`src/rtl/rxc_pkg.sv`:
```
package rxc_pkg;
    localparam int DESC_W    = 32;
    localparam int LEN_W     = 16;
    localparam int LEN_LSB   = DESC_W - LEN_W;
    localparam int RDY_BIT   = 15;
    localparam int PAD_BYTES = 4;
    localparam int NSRC      = 2;
    localparam int SRC_RXB   = 0;
    localparam int SRC_BUSY  = 1;

    typedef logic [DESC_W-1:0] desc_t;
    typedef logic [LEN_W-1:0]  len_t;

    function automatic len_t stored_len(input len_t len, input logic pad);
        return len + (pad ? LEN_W'(PAD_BYTES) : LEN_W'(0));
    endfunction

    function automatic desc_t finish_word(input desc_t d, input len_t len, input logic pad);
        desc_t w;
        w = d;
        w[LEN_LSB +: LEN_W] = stored_len(len, pad);
        w[RDY_BIT] = 1'b0;
        return w;
    endfunction
endpackage

```
`src/rtl/rxc_complete.sv`:
```
module rxc_complete
    import rxc_pkg::*;
(
    input  logic  clk,
    input  logic  rst,
    input  logic  cfg_we,
    input  logic  cfg_crc_pad,
    input  logic  frame_done,
    input  len_t  frame_len,
    input  desc_t desc_in,
    output logic  rxb_set,
    output logic  desc_we,
    output desc_t desc_out
);
    logic pad_q;

    always_ff @(posedge clk) begin
        if (rst) pad_q <= 1'b1;
        else if (cfg_we) pad_q <= cfg_crc_pad;
    end

    assign rxb_set = frame_done & desc_in[RDY_BIT];

    always_ff @(posedge clk) begin
        if (rst) begin
            desc_we  <= 1'b0;
            desc_out <= '0;
        end else begin
            desc_we <= rxb_set;
            if (rxb_set) desc_out <= finish_word(desc_in, frame_len, pad_q);
        end
    end


    wb_follows_chk: assert property (@(posedge clk) disable iff (rst)
        (frame_done && desc_in[RDY_BIT]) |=> (desc_we && !desc_out[RDY_BIT]));

    wb_cause_chk: assert property (@(posedge clk) disable iff (rst)
        desc_we |-> ($past(frame_done) && $past(desc_in[RDY_BIT])));
endmodule

```
`src/rtl/rxc_drain.sv`:
```
module rxc_drain (
    input  logic clk,
    input  logic rst,
    input  logic frame_done,
    input  logic desc_ready,
    input  logic rx_pending,
    output logic drop_pop,
    output logic busy_set
);
    logic dropped_q;
    logic discard_now;

    assign drop_pop    = rx_pending & ~desc_ready;
    assign discard_now = drop_pop | (frame_done & ~desc_ready);
    assign busy_set    = dropped_q & ~rx_pending;

    always_ff @(posedge clk) begin
        if (rst) dropped_q <= 1'b0;
        else if (discard_now) dropped_q <= 1'b1;
        else if (!rx_pending) dropped_q <= 1'b0;
    end


    drain_end_chk: assert property (@(posedge clk) disable iff (rst)
        (!$past(rst) && $past(drop_pop) && !rx_pending) |-> busy_set);
endmodule

```
`src/rtl/rxc_irq.sv`:
```
module rxc_irq
    import rxc_pkg::*;
#(
    parameter int N = NSRC
) (
    input  logic         clk,
    input  logic         rst,
    input  logic [N-1:0] set_vec,
    input  logic [N-1:0] clr_vec,
    input  logic [N-1:0] mask,
    output logic [N-1:0] src_q,
    output logic         line_q,
    output logic         event_q
);
    logic [N-1:0] src_next;
    logic         line_next;

    for (genvar i = 0; i < N; i++) begin : g_src
        assign src_next[i] = set_vec[i] | (src_q[i] & ~clr_vec[i]);


        set_sticky_chk: assert property (@(posedge clk) disable iff (rst)
            set_vec[i] |=> src_q[i]);
    end

    assign line_next = |(src_next & mask);

    always_ff @(posedge clk) begin
        if (rst) begin
            src_q   <= '0;
            line_q  <= 1'b0;
            event_q <= 1'b0;
        end else begin
            src_q   <= src_next;
            line_q  <= line_next;
            event_q <= line_next & ~line_q;
        end
    end


    event_line_chk: assert property (@(posedge clk) disable iff (rst)
        event_q |-> line_q);

    no_repeat_chk: assert property (@(posedge clk) disable iff (rst)
        event_q |-> !$past(line_q));
endmodule

```
`src/rtl/rx_desc_finish.sv`:
```
module rx_desc_finish
    import rxc_pkg::*;
(
    input  logic              clk,
    input  logic              rst,
    input  logic              cfg_we,
    input  logic              cfg_crc_pad,
    input  logic              frame_done,
    input  logic [LEN_W-1:0]  frame_len,
    input  logic [DESC_W-1:0] desc_in,
    input  logic              rx_pending,
    output logic              drop_pop,
    output logic              desc_we,
    output logic [DESC_W-1:0] desc_out,
    input  logic [NSRC-1:0]   src_clr,
    input  logic [NSRC-1:0]   irq_mask,
    output logic [NSRC-1:0]   int_src,
    output logic              irq_line,
    output logic              irq_event
);
    logic            rxb_set;
    logic            busy_set;
    logic [NSRC-1:0] set_vec;

    rxc_complete u_complete (
        .clk(clk), .rst(rst), .cfg_we(cfg_we), .cfg_crc_pad(cfg_crc_pad),
        .frame_done(frame_done), .frame_len(frame_len), .desc_in(desc_in),
        .rxb_set(rxb_set), .desc_we(desc_we), .desc_out(desc_out)
    );

    rxc_drain u_drain (
        .clk(clk), .rst(rst), .frame_done(frame_done),
        .desc_ready(desc_in[RDY_BIT]), .rx_pending(rx_pending),
        .drop_pop(drop_pop), .busy_set(busy_set)
    );

    always_comb begin
        set_vec           = '0;
        set_vec[SRC_RXB]  = rxb_set;
        set_vec[SRC_BUSY] = busy_set;
    end

    rxc_irq #(.N(NSRC)) u_irq (
        .clk(clk), .rst(rst), .set_vec(set_vec), .clr_vec(src_clr),
        .mask(irq_mask), .src_q(int_src), .line_q(irq_line), .event_q(irq_event)
    );
endmodule

```
`config.mk`:
```
export PLATFORM = sky130hd
export DESIGN_NAME = rx_desc_finish
export DESIGN_NICKNAME = d
export VERILOG_FILES = /design/src/rtl/rxc_pkg.sv /design/src/rtl/rxc_complete.sv /design/src/rtl/rxc_drain.sv /design/src/rtl/rxc_irq.sv /design/src/rtl/rx_desc_finish.sv
export SDC_FILE = /design/constraint.sdc
export NUM_CORES = 1
export LEC_CHECK = 0
export CORE_UTILIZATION = 65
export DETAILED_ROUTE_END_ITERATION = 6
export DONT_BUFFER_PORTS = 1
export PLACE_DENSITY = 0.87
export SETUP_SLACK_MARGIN = 0.05
export SYNTH_ARGS = -nofsm -noshare
export SYNTH_HDL_FRONTEND = slang
export SYNTH_SLANG_ARGS = --single-unit
export TNS_END_PERCENT = 10
```
`constraint.sdc`:
```
create_clock -name clk -period 2.65 [get_ports clk]
set_input_delay 0.265 -clock clk [delete_from_list [all_inputs] [get_ports clk]]
set_output_delay 0.265 -clock clk [all_outputs]
set_load 0.03 [all_outputs]
```
# Yosys cells after proc, flatten, opt, wreduce, memory -nomap -nowiden
# Index checks and enable logic that the tools add are counted.
# word_totals
input_bits	58
output_inout_bits	38
word_cells	29
ff_bits	38
# op_classes
n_reduce_logical	1
n_eq_ne	1
bitwise_logic	16
n_addsub	1
n_mux	3
# op_table
op	n
$add 16x16->16	1
$and 1x1->1	7
$not 1->1	5
$mux 3	1
$or 1x1->1	3
$and 2x2->2	1
$mux 1	2
$ne 2x1->1 const B	1
$reduce_or 2->1	1

# Depth between registers and ports, before layout
# depth
ltp_word	6
mapped_depth	5
depth_no_buf	5

# Cells and area by module
# Synthesis repeated with hierarchy kept, for this count alone.
# unflattened
cells_unflattened	189
hier_area_um2	1620.3
# modules_own_cells
mod	seq_area_each_um2	cells_each	n_inst	area_each_um2
rxc_complete	660.6	166	1	1397.6
rxc_irq	80.1	16	1	166.4
rxc_drain	20.0	7	1	56.3

# Least setup slack after synthesis
# No wires, ideal clock.
# synth_timing
kind	flip-flop to flip-flop
from	register u_complete.pad_q
to	register u_complete.desc_out[28]
path_stages_with_launch	6
setup_ns	0.088
arrival_ns	1.455
path_buffers	0
path_slack_ns	1.107
cell_sequence	dfxtp_1 > ha_1 > ha_1 > nand2_1 > or4_4 > a311oi_2
# synth_via
elab_chain_len	2
# synth_rtl
item	line_no	rtl
start, declared	rxc_complete.sv:15	logic pad_q;
start signal, assigned	rxc_complete.sv:19	else if (cfg_we) pad_q <= cfg_crc_pad;
$mux 3	rxc_pkg.sv:15	return len + (pad ? LEN_W'(PAD_BYTES) : LEN_W'(0));
$add 16x16->16	rxc_pkg.sv:15	
end signal, assigned	rxc_complete.sv:30	if (rxb_set) desc_out <= finish_word(desc_in, frame_len, pad_q);
end, declared	rxc_complete.sv:13	output desc_t desc_out
# Every way passes these cells.
# A chain may end at the register's enable or synchronous reset.

# Worst setup path after layout
# layout_timing
from	register u_complete.pad_q
to	register u_complete.desc_out[27]
# The elaborated chain is that of the path after synthesis.

==> impl_metrics.env <==
export IMPL_outcome="finished, final reports clean"
export IMPL_final_setup_viol_count=0
export IMPL_rsz0062_at_grt="false"
export IMPL_area_growth_pct=6.45
export IMPL_finClkSkew_ns=0.00939
export IMPL_drive_gt1_frac=0.0781
export IMPL_slew_headroom=0.231
export IMPL_final_area_um2=1710
export IMPL_p_per_area_nw_per_um2=748
export IMPL_yosysSeqAreaShare=0.473
export IMPL_wire_per_inst_um=15.5
export IMPL_hold_violations=0
export IMPL_synth_top_area_frac=0.473
export IMPL_overflow=0
export IMPL_die_w_um=51.8
export IMPL_cp_data_arrival_time_ns=1.95
export IMPL_worstSetupStartpointType="register"
export IMPL_dpl_cell_area_um2=1590
export IMPL_cp_max_fo=12
export IMPL_core_um2=2280
export IMPL_ctsResizeCount=0
export IMPL_firstDrtPassIters=4
export IMPL_post_route_period_util=0.640
export IMPL_min_delay_path_class="input port to register"
export IMPL_cp_end_kind="register"
export IMPL_ys_types=35
export IMPL_die_h_um=51.8
export IMPL_viasPerCell=6.26
export IMPL_setup_tns_ns=0
export IMPL_finalMaxSlewViolations=0
export IMPL_clock_sinks=38
export IMPL_syn_nets=256
export IMPL_synthTopCellsByArea="dfxtp_1 47%, nand2_1 10%, a21oi_1 6.8%, a311oi_1 3.3%, a211oi_1 2.8%"
export IMPL_clkSlewWorstSetupHoldPaths_ns=0.12
export IMPL_yosys_warnings=0
export IMPL_synth_common_cells="45 x nand2_1, 38 x dfxtp_1, 22 x a21oi_1, 11 x nor2_1, 10 x clkbuf_1"
export IMPL_die_area_um2=2680
export IMPL_tightest_slew_ns=1.15
export IMPL_cts_root_buf="clkbuf_4"
export IMPL_synth_most_common_cell="nand2_1"
export IMPL_nets=251
export IMPL_htreeDepth=2
export IMPL_netlist_instances=196
export IMPL_critical_path_class="register to register"
export IMPL_synth_area_um2=1610
export IMPL_rows=17
export IMPL_multi_input_area_um2=777
export IMPL_cts_hold_buf=1
export IMPL_synth_edf_count=0
export IMPL_async_flop_share=0
export IMPL_synthFlopType="dfxtp_1"
export IMPL_gp_congestion=0.779
export IMPL_portBuffers=0
export IMPL_drv_cap=0
export IMPL_antenna_found_initial=0
export IMPL_clk_path_buf_depth=2
export IMPL_num_io_pins=96
export IMPL_start_util=0.707
export IMPL_finalCriticalPeriod_ns=1.70
export IMPL_cts_tree="yes"
export IMPL_drtIter0Drc=37
export IMPL_drc=0
export IMPL_finalNonFillerCells=220
export IMPL_total_leakage_power_nw=0.604
export IMPL_drt_wl_total_um=3420
export IMPL_drtAntennaViolNets=0
export IMPL_clk_latency_ns=0.34
export IMPL_grt_pass1_wl_um=4970
export IMPL_vdd_ir_drop_max_v=0.000782
export IMPL_num_vias=1378
export IMPL_yosys_area_top_type="dfxtp_1"
export IMPL_antennaDiodeCount=0
export IMPL_synth_area_per_cell_um2=8.21
export IMPL_grt_max_degree=33
export IMPL_seqCellArea_um2=761
export IMPL_cts_buffers=5
export IMPL_required_ns=2.91
export IMPL_fill_cells=174
export IMPL_post_cts_buffers=0
export IMPL_first_global_vias=1240
export IMPL_placed_cells=211
export IMPL_grt_usage=0.256
export IMPL_synth_seq_cells=38
export IMPL_dpl_hpwl_um=2290
export IMPL_max_freq_mhz=589
-- layout make-up --
cell class                 count  area share
inverter                       3     0.00657
sequential                    38       0.444
timing repair buffer           2      0.0102
tap                           28      0.0205
clock buffer                   6      0.0299
clock inverter                 2      0.0351
multi-input combinational    141       0.454
-- routing by layer --
| layer | routed length (um) | track usage | vias up | part of all wire |
|---|---|---|---|---|
| met4 | 53 | 0.144 | 0 | 0.016 |
| met1 | 1320 | 0.262 | 617 | 0.39 |
| met2 | 1690 | 0.442 | 78 | 0.49 |
| met3 | 352 | 0.102 | 7 | 0.10 |
| met5 | 0 | 0 | - | 0 |
| li1 | - | - | 676 | - |
-- power breakdown --
group / switching, mW / internal [mW]
sequential: 0.0773 / 0.603
combinational: 0.0567 / 0.0355
clock: 0.190 / 0.320
-- per-stage QoR --
step / power [mW] / worst slack (ns) / hold WS, ns / util
floorplan: 0.769 / 1.11 / 0.393 / -
global placement: 0.771 / 1.02 / 0.338 / 0.699
detailed placement: 0.776 / 0.965 / 0.339 / 0.699
CTS: 1.28 / 0.945 / 0.0371 / 0.753
global route: 1.32 / 0.845 / 0.0325 / 0.753
finish: 1.28 / 0.953 / 0.0428 / 0.753
-- cells in the final DEF (no fill, tap or decap), types with 2 or more instances in the layout --
cell / netlist / routed
nand2_1: 45 / 45
dfxtp_1: 38 / 38
a21oi_1: 22 / 22
nor2_1: 11 / 11
nand3_1: 7 / 7
o21ai_0: 7 / 7
a211oi_1: 6 / 6
a311oi_1: 6 / 6
or3_1: 5 / 5
clkbuf_4: 0 / 5
nand2b_1: 3 / 3
nand4_1: 3 / 3
o31ai_1: 3 / 3
inv_1: 3 / 3
or4_1: 2 / 2
nor4_1: 2 / 2
or2_2: 2 / 2
ha_1: 2 / 2
bufinv_16: 0 / 2
-- sequential cells by signal, summed over array words and instances (netlist names) --
register / count
u_complete.desc_out: 31
u_complete.desc_we: 1
u_complete.pad_q: 1
u_drain.dropped_q: 1
u_irq.event_q: 1
u_irq.line_q: 1
u_irq.src_q: 2
-- path summary, 6_finish.rpt --
path	start	endpoint	slack, ns	cells after the start
worst min register to register	u_drain.dropped_q	u_drain.dropped_q	0.47	2
worst max-delay path	u_complete.pad_q	u_complete.desc_out[27]	0.95	4
worst max register to register	u_complete.pad_q	u_complete.desc_out[27]	0.95	4
worst min-delay path	desc_in[14]	u_complete.desc_out[14]	0.04	2
-- worst max-delay path, stage by stage (launching register included) --
cell and delay (ns):
dfxtp_1 0.35, ha_1 0.17, nand3_1 0.29, or4_1 0.56, a311oi_1 0.25
-- cells by family (layout without fill, tap and decap cells) --
group | after synthesis | count (layout) | share of synthesized area
simple gates | 86 | 86 | 0.252
mux | 1 | 1 | 0.00622
other cells | 1 | 1 | 0.00233
buf+inv | 17 | 13 | 0.0443
flops | 38 | 38 | 0.473
compound gates | 49 | 49 | 0.196
fa+ha+maj | 2 | 2 | 0.0155
xor+xnor | 2 | 2 | 0.0109
No activity file was read; power rests on OpenSTA's default activity.
